[src/rtl/ifc_pkg.sv]
package ifc_pkg;

  typedef enum logic [1:0] {
    SRC_A    = 2'd0,
    SRC_B    = 2'd1,
    SRC_PORT = 2'd2
  } src_e;

  // Gate length in milliseconds for each 2-bit code.
  function automatic int unsigned gate_ms(input logic [1:0] code);
    case (code)
      2'b00:   return 4;
      2'b01:   return 8;
      2'b10:   return 32;
      default: return 64;
    endcase
  endfunction

  // Port mode overrides the counter-select bit.
  function automatic src_e pick_src(input logic b_is_if, input logic sel_b);
    if (!b_is_if)  return SRC_PORT;
    else if (sel_b) return SRC_B;
    else            return SRC_A;
  endfunction

endpackage

[src/rtl/ifc_sync.sv]
module ifc_sync #(
  parameter int STAGES = 2
) (
  input  logic clk,
  input  logic rst,
  input  logic din,
  output logic level
);
  logic [STAGES-1:0] chain;

  always_ff @(posedge clk) begin
    if (rst) chain <= '0;
    else     chain <= {chain[STAGES-2:0], din};
  end

  assign level = chain[STAGES-1];
endmodule

[src/rtl/ifc_gate_timer.sv]
module ifc_gate_timer #(
  parameter int TICKS_PER_MS = 100000,
  parameter int TW           = 23
) (
  input  logic       clk,
  input  logic       rst,
  input  logic       start,
  input  logic [1:0] code,
  output logic       gate_on,
  output logic       done
);
  logic [TW-1:0] tcnt;
  logic [TW-1:0] limit;

  always_ff @(posedge clk) begin
    if (rst) begin
      tcnt    <= '0;
      limit   <= '0;
      gate_on <= 1'b0;
      done    <= 1'b0;
    end else if (start) begin
      tcnt    <= '0;
      limit   <= TW'(ifc_pkg::gate_ms(code) * TICKS_PER_MS - 1);
      gate_on <= 1'b1;
      done    <= 1'b0;
    end else if (gate_on) begin
      if (tcnt == limit) begin
        gate_on <= 1'b0;
        done    <= 1'b1;
      end else begin
        tcnt <= tcnt + TW'(1);
      end
    end
  end
endmodule

[src/rtl/ifc_sat_counter.sv]
module ifc_sat_counter #(
  parameter int W = 20
) (
  input  logic         clk,
  input  logic         rst,
  input  logic         clr,
  input  logic         en,
  output logic [W-1:0] cnt
);
  always_ff @(posedge clk) begin
    if (rst || clr)              cnt <= '0;
    else if (en && (cnt != '1))  cnt <= cnt + W'(1);
  end
endmodule

[src/rtl/ifc_serial_out.sv]
module ifc_serial_out #(
  parameter int W = 20
) (
  input  logic         clk,
  input  logic         rst,
  input  logic         rd_en,
  input  logic         rd_clk,
  input  logic [W-1:0] word,
  output logic         dout
);
  logic [W-1:0] sh;
  logic         rd_en_q;
  logic         rd_clk_q;

  always_ff @(posedge clk) begin
    if (rst) begin
      sh       <= '0;
      rd_en_q  <= 1'b0;
      rd_clk_q <= 1'b0;
      dout     <= 1'b0;
    end else begin
      rd_en_q  <= rd_en;
      rd_clk_q <= rd_clk;
      if (!rd_en) begin
        dout <= 1'b0;
      end else if (!rd_en_q) begin
        sh   <= word;
        dout <= word[W-1];
      end else if (rd_clk && !rd_clk_q) begin
        sh   <= {sh[W-2:0], 1'b0};
        dout <= sh[W-2];
      end
    end
  end
endmodule

[src/rtl/if_gate_counter.sv]
module if_gate_counter #(
  parameter int REF_HZ      = 100_000_000,
  parameter int CNT_W       = 20,
  parameter int SYNC_STAGES = 2
) (
  input  logic       clk,
  input  logic       rst,
  input  logic       start,
  input  logic       sel_b,
  input  logic       b_is_if,
  input  logic [1:0] gate_code,
  input  logic       if_a,
  input  logic       if_b,
  input  logic       rd_en,
  input  logic       rd_clk,
  output logic       dout,
  output logic       done
);
  import ifc_pkg::*;

  localparam int TICKS_PER_MS = REF_HZ / 1000;
  localparam int TW           = $clog2(64 * TICKS_PER_MS + 1);

  logic [1:0]       raw;
  logic [1:0]       lvl;
  logic [1:0]       lvl_q;
  logic [1:0]       rise;
  logic             gate_on;
  logic             cnt_en;
  logic [CNT_W-1:0] cnt;
  logic [CNT_W-1:0] word;
  src_e             src_q;

  assign raw = {if_b, if_a};

  generate
    for (genvar g = 0; g < 2; g++) begin : g_in
      ifc_sync #(.STAGES(SYNC_STAGES)) u_sync (
        .clk   (clk),
        .rst   (rst),
        .din   (raw[g]),
        .level (lvl[g])
      );
    end
  endgenerate

  always_ff @(posedge clk) begin
    if (rst) begin
      lvl_q <= '0;
      src_q <= SRC_A;
    end else begin
      lvl_q <= lvl;
      if (start) src_q <= pick_src(b_is_if, sel_b);
    end
  end

  assign rise = lvl & ~lvl_q;

  always_comb begin
    case (src_q)
      SRC_A:   cnt_en = gate_on & rise[0];
      SRC_B:   cnt_en = gate_on & rise[1];
      default: cnt_en = 1'b0;
    endcase
  end

  ifc_gate_timer #(.TICKS_PER_MS(TICKS_PER_MS), .TW(TW)) u_timer (
    .clk     (clk),
    .rst     (rst),
    .start   (start),
    .code    (gate_code),
    .gate_on (gate_on),
    .done    (done)
  );

  ifc_sat_counter #(.W(CNT_W)) u_cnt (
    .clk (clk),
    .rst (rst),
    .clr (start),
    .en  (cnt_en),
    .cnt (cnt)
  );

  // Port mode is decided from the live control bits at readout time.
  assign word = (pick_src(b_is_if, sel_b) == SRC_PORT) ?
                {lvl[1], {(CNT_W-1){1'b0}}} : cnt;

  ifc_serial_out #(.W(CNT_W)) u_ser (
    .clk    (clk),
    .rst    (rst),
    .rd_en  (rd_en),
    .rd_clk (rd_clk),
    .word   (word),
    .dout   (dout)
  );
endmodule

[config.mk]
export PLATFORM = sky130hd
export DESIGN_NAME = if_gate_counter
export DESIGN_NICKNAME = d
export VERILOG_FILES = /design/src/rtl/ifc_pkg.sv /design/src/rtl/ifc_sync.sv /design/src/rtl/ifc_gate_timer.sv /design/src/rtl/ifc_sat_counter.sv /design/src/rtl/ifc_serial_out.sv /design/src/rtl/if_gate_counter.sv
export SDC_FILE = /design/constraint.sdc
export NUM_CORES = 1
export LEC_CHECK = 0
export BUFFER_PORTS_ARGS = -buffer_cell sky130_fd_sc_hd__buf_2
export CAP_MARGIN = 20
export CORE_MARGIN = 1.5
export CORE_UTILIZATION = 50
export CTS_CLUSTER_DIAMETER = 200
export CTS_CLUSTER_SIZE = 10
export DETAILED_ROUTE_END_ITERATION = 12
export PLACE_DENSITY = 0.66
export SETUP_SLACK_MARGIN = 0.02
export SLEW_MARGIN = 30
export SYNTH_ARGS = -nofsm -noshare
export SYNTH_HDL_FRONTEND = slang
export SYNTH_HIERARCHICAL = 1
export SYNTH_SLANG_ARGS = --single-unit
[constraint.sdc]
create_clock -name clk -period 5.7 [get_ports clk]
set_input_delay 1.14 -clock clk [delete_from_list [all_inputs] [get_ports clk]]
set_output_delay 1.14 -clock clk [all_outputs]
set_load 0.01 [all_outputs]
# Word level (Yosys, flattened, before mapping)
# Cells that the tools add are included.
[word_totals]
word_cells = 55
register_bits = 98
[classes]
reduce_logical = 11
addsub = 3
mux = 14
n_eq_ne = 7
n_mul = 1
bitwise_logic = 6
[ops]
columns = ["operator", "count"]
rows = [
  ["$mux W32", 2],
  ["$mux W19", 2],
  ["$mul A32 B12 Y18 const B", 1],
  ["$add A23 B1 Y23 const B", 1],
  ["$eq A23 B23 Y1", 1],
  ["$sub A23 B1 Y23 const B", 1],
  ["$pmux W7 S3", 1],
  ["$add A20 B1 Y20 const B", 1],
  ["$mux W20", 1],
  ["$ne A20 B20 Y1 const B", 1],
  ["$mux W1", 6],
  ["$reduce_and A2 Y1", 3],
  ["$eq A2 B1 Y1 const B", 2],
  ["$eq A2 B2 Y1 const B", 2],
  ["$logic_not A2 Y1", 2],
  ["$reduce_or A2 Y1", 2],
  ["$and A1 B1 Y1", 2],
  ["$and A2 B2 Y2", 1],
  ["$logic_and A1 B1 Y1", 2],
  ["$mux W2", 1],
  ["$ne A2 B2 Y1 const B", 1],
  ["$not A1 Y1", 2],
  ["$not A2 Y2", 1],
  ["$pmux W1 S2", 1],
  ["other kinds (2)", 2],
]

# Logic depth before layout (Yosys ltp)
[logic_depth]
word_depth = 6
ltp_mapped = 13
ltp_nobuf = 13

# By module
# Netlist, hierarchy kept.
[modules_own_cells]
columns = ["mod", "cells_per_inst", "area_each_um2", "n_inst"]
rows = [
  ["ifc_gate_timer", 255, 2207.1, 1],
  ["ifc_serial_out", 111, 1109.8, 1],
  ["ifc_sat_counter", 113, 988.4, 1],
  ["if_gate_counter", 37, 286.5, 1],
  ["ifc_sync", 4, 52.6, 2],
]

# Worst setup path after synthesis
# OpenSTA, ideal clock, no wires.
[synth_timing]
kind = "input-to-reg"
start = "in gate_code[1]"
end = "reg u_timer.limit[21]"
path_buffers = 0
t_required_ns = 5.609
arrival_time_ns = 3.374
setup_time_ns = 0.091
path_slack_ns = 2.235
path_stages = 13
path_cell_list = "inv_1 > ha_1 > inv_1 > ha_1 > and2_1 > ha_1 > ha_1 > a22oi_1 > nor2b_1 > o21ai_0 > a21oi_1 > or3_1 > a311oi_1"
[synth_between]
elab_chain_len = 6
elab_cells_between_ends = 8
[synth_rtl]
columns = ["item", "line", "text"]
rows = [
  ["start: declaration", "if_gate_counter.sv:11", "input logic [1:0] gate_code,"],
  ["$eq A2 B2 Y1 (tied with other cells)", "ifc_pkg.sv:11", "case (code)"],
  ["$pmux W7 S3 (*)", "ifc_pkg.sv:11", ""],
  ["$mux W32 (*)", "ifc_gate_timer.sv:21", "end else if (start) begin"],
  ["$mux W32 (*)", "ifc_gate_timer.sv:16", "if (rst) begin"],
  ["$mul A32 B12 Y18 (*)", "ifc_gate_timer.sv:23", "limit <= TW'(ifc_pkg::gate_ms(code) * TICKS_PER_MS - 1);"],
  ["$sub A23 B1 Y23 (*)", "ifc_gate_timer.sv:23", ""],
  ["end signal: assignment", "ifc_gate_timer.sv:23", ""],
  ["end: declaration", "ifc_gate_timer.sv:13", "logic [TW-1:0] limit;"],
]
# Mark *: on every way between the ends. The rest lies on a longest branch, timed or not. The select of a mux whose other input is x is not followed.
# A chain may end at the register's enable or synchronous reset.

# Worst setup path in the final report
# Same ends and word-level chain as after synthesis.

==> flow_metrics.tcl <==
set metrics [dict create \
    report.final.slew_viol_count 0 \
    finClkSkew_ns 0.00808 \
    post_route_cells_drive_above_1_share_pct 11.4 \
    synth_edf_count 0 \
    fp.dieW_um 99.9 \
    grt_start_max_net_pins 51 \
    ir_worst_vdd_mv 0.108 \
    die-area_um2 9980 \
    ys_seq_area_share_pct 37.9 \
    final_cell_mix "dfxtp_1 (88), nor2_1 (49), nand2_1 (42), mux2i_1 (27)" \
    crit_type "input pin to flip-flop" \
    rsz0062_at_grt "no" \
    clk-insertion-delay-late_ns 0.35 \
    grt_pass1_vias 3409 \
    nets 557 \
    place_ws_ns 1.87 \
    synth_nets 553 \
    io_buffers 12 \
    period_needed_ns 3.44 \
    syn_inst 524 \
    synth_ff_type "dfxtp_1" \
    ctsLongestPathBuffers 2 \
    swShare_pct 23.8 \
    cp_common_cell "ha_1" \
    switchingPower_mw 0.285 \
    ant_nets 0 \
    comb_power_share_pct 7.5 \
    gr-usage-all-layers_pct 19.2 \
    fin_crit_sh_pct 60.4 \
    fin_cells 644 \
    yosysWarnings 6 \
    core_area_um2 9150 \
    cts.sinks 89 \
    slew_headroom_pct 39.1 \
    synth.distinct_cells 57 \
    max_stage_delay_ns 0.34 \
    die-height_um 99.9 \
    ctsRootBufferMaster "clkbuf_8" \
    crit_path_top_delay_cell "or3_1" \
    synthArstFlopShare_pct 0 \
    end_kind "flip-flop" \
    r2r_slack_ns 3.12 \
    setup_viol 0 \
    reg2reg_to "u_cnt/cnt[18]$_SDFFE_PP0P_" \
    max_freq_mhz 291 \
    hold_depth 1 \
    num_antenna_cells 0 \
    setup_tns_ns 0 \
    worstHoldPathType "flip-flop to flip-flop" \
    required_ns 5.96 \
    worstPathCellList "buf_2 > inv_1 > ha_1 > inv_1 > ha_1 > and2_1 > ha_1 > ha_1 > a22oi_1 > nor2b_1 > o21ai_0 > a21oi_1 > or3_1 > a311oi_1" \
    crit_fanout 5 \
    avgSynthCellArea_um2 8.96 \
    wl_mm 9.21 \
    hold-worst-slack_ns 0.444 \
    worst_slack_ns 2.26 \
    cts-htree-levels 3 \
    r2r_start "src_q[0]$_SDFFE_PP0P_" \
    startpoint_type "input pin" \
    dr.pass1.iters 4 \
    ctsResizeCount 0 \
    via_count 3574 \
    overflow 0 \
    routabilityCongestion 0.890 \
    area_delta_synth_final_pct 6.61 \
    p_int_mw 0.914 \
    p_clk_share_pct 38.7 \
    rows 35 \
    layout_commonest_cell "dfxtp_1" \
    antenna_found_initial 0 \
    wl_per_cell_um 14.3 \
    synth_area_um2 4700 \
    status "finished clean" \
    grt_pass1_wl_mm 15.5 \
    worst_pin_slew_ns 0.913 \
    ys_seq_elements 89 \
    clkTransAtPathRegs_ns 0.08 \
    hold_start "g_in[0].u_sync/chain[0]$_SDFF_PP0_" \
    drt_iter0_markers 94 \
    start_util_pct 51.3 \
    post_cts_buffers 0 \
    cts_tree "yes" \
    arrival_ns 3.70 \
    hpwl_mm 6.43 \
    power_mw 1.20 \
    p_leak_nw 1.93 \
    fillers 853 \
    ff2ff_path_depth 7 \
    avgViaCountPerCell 5.55 \
    cts_buffers 9 \
    maxCapViolations 0 \
    hold_viol 0 \
    num_io_pins 13 \
    cts_hold_buffers 0 \
    drc 0 \
    dp_cells 628 \
    min_to "g_in[0].u_sync/chain[1]$_SDFF_PP0_" \
    pwr_density_cell_nw_per_um2 240 \
    pwr-share-seq_pct 53.8 \
]
## flip-flops by register name, indices dropped and copies added, names as in the netlist, 2 cells and up
| name | count |
|---|---|
| u_cnt/cnt | 20 |
| u_ser/sh | 19 |
| u_timer/tcnt | 23 |
| u_timer/limit | 14 |
| lvl_q | 2 |
| g_in.u_sync/chain | 4 |
| src_q | 2 |
## routing by layer
layer	part of all wire [%]	GRT usage [%]	vias up
met1	46	23.2	1684
met5	0	0	-
li1	-	-	1848
met4	0.64	4.98	0
met3	2.6	4.53	4
met2	51	34.3	38
## critical path, delay by kind of cell
kind / cells / cell delay [ns]
AO/OA/AOI/OAI: 4 / 0.58
adder cells (fa/ha/maj): 4 / 1.00
buffers and inverters: 3 / 0.31
AND/OR/NAND/NOR: 3 / 0.66
## through the flow
| step | instance area [um2] | util [%] |
|---|---|---|
| CTS | 5010 | 54.7 |
| finish | 5010 | 54.7 |
| floorplan | 4700 | - |
| detailed placement | 4790 | 52.4 |
| global placement | 4790 | 52.4 |
| global route | 5010 | 54.7 |
## worst max-delay path by stage
stage | startpoint | endpoint | slack (ns) | depth (start not counted)
floorplan | gate_code[1] | u_timer/limit[21]$_SDFFE_PP0P_ | 2.23 | 13
global placement | gate_code[1] | u_timer/limit[21]$_SDFFE_PP0P_ | 1.96 | 14
detailed placement | gate_code[1] | u_timer/limit[21]$_SDFFE_PP0P_ | 1.87 | 14
CTS | gate_code[1] | u_timer/limit[21]$_SDFFE_PP0P_ | 2.27 | 14
global route | gate_code[1] | u_timer/limit[21]$_SDFFE_PP0P_ | 2.04 | 14
finish | gate_code[1] | u_timer/limit[21]$_SDFFE_PP0P_ | 2.26 | 14
## kinds of logic (layout without fill, tap and decap cells)
family          after synthesis  after routing  synth area share, %
compound gates               83             83                 12.1
buf+inv                      31             40                 3.12
fa+ha+maj                    18             18                 4.79
mux                          46             46                 10.3
flops                        89             89                 37.9
simple gates                223            223                 25.4
xor+xnor                     34             34                 6.34
## final cells by class
cell class                 instances  area (um2)  share of cell area, %
clock inverter                     5        80.1                   1.60
multi-input combinational        404        2770                   55.3
clock buffer                      11         131                   2.62
timing repair buffer              12        60.1                   1.20
tap                              111         139                   2.77
inverter                          12        45.0                  0.900
sequential                        89        1780                   35.6
## power by group through the flow
stage               Sequential [mW]  Clock (mW)  Combinational [mW]
floorplan                     0.654           0              0.0736
global placement              0.660           0              0.0893
detailed placement            0.660           0              0.0903
CTS                           0.645       0.480              0.0907
global route                  0.647       0.507               0.100
finish                        0.645       0.464              0.0896
## synthesized netlist by cell type (all sizes together), types with 4 or more instances
master	number	share of area, %
ha	18	4.8
xnor2	8	1.5
o21ai	27	3.3
buf	7	1.2
and2	25	3.3
clkbuf	12	0.96
nor2	49	3.9
xor2	26	4.8
or4	6	1.0
mux2	19	4.6
a211oi	8	1.3
o211ai	6	1.3
nor3	5	0.53
dfxtp	89	38
nand2	42	3.4
and4	4	0.75
mux2i	27	5.8
or2	4	0.53
and3	6	0.80
or3	22	2.9
nor4	4	0.53
a21oi	26	2.8
nand4	11	1.8
nand3	18	1.9
o2111ai	4	1.1
nor2b	20	2.7
inv	11	0.88
Power figures use the tool's default switching activity.
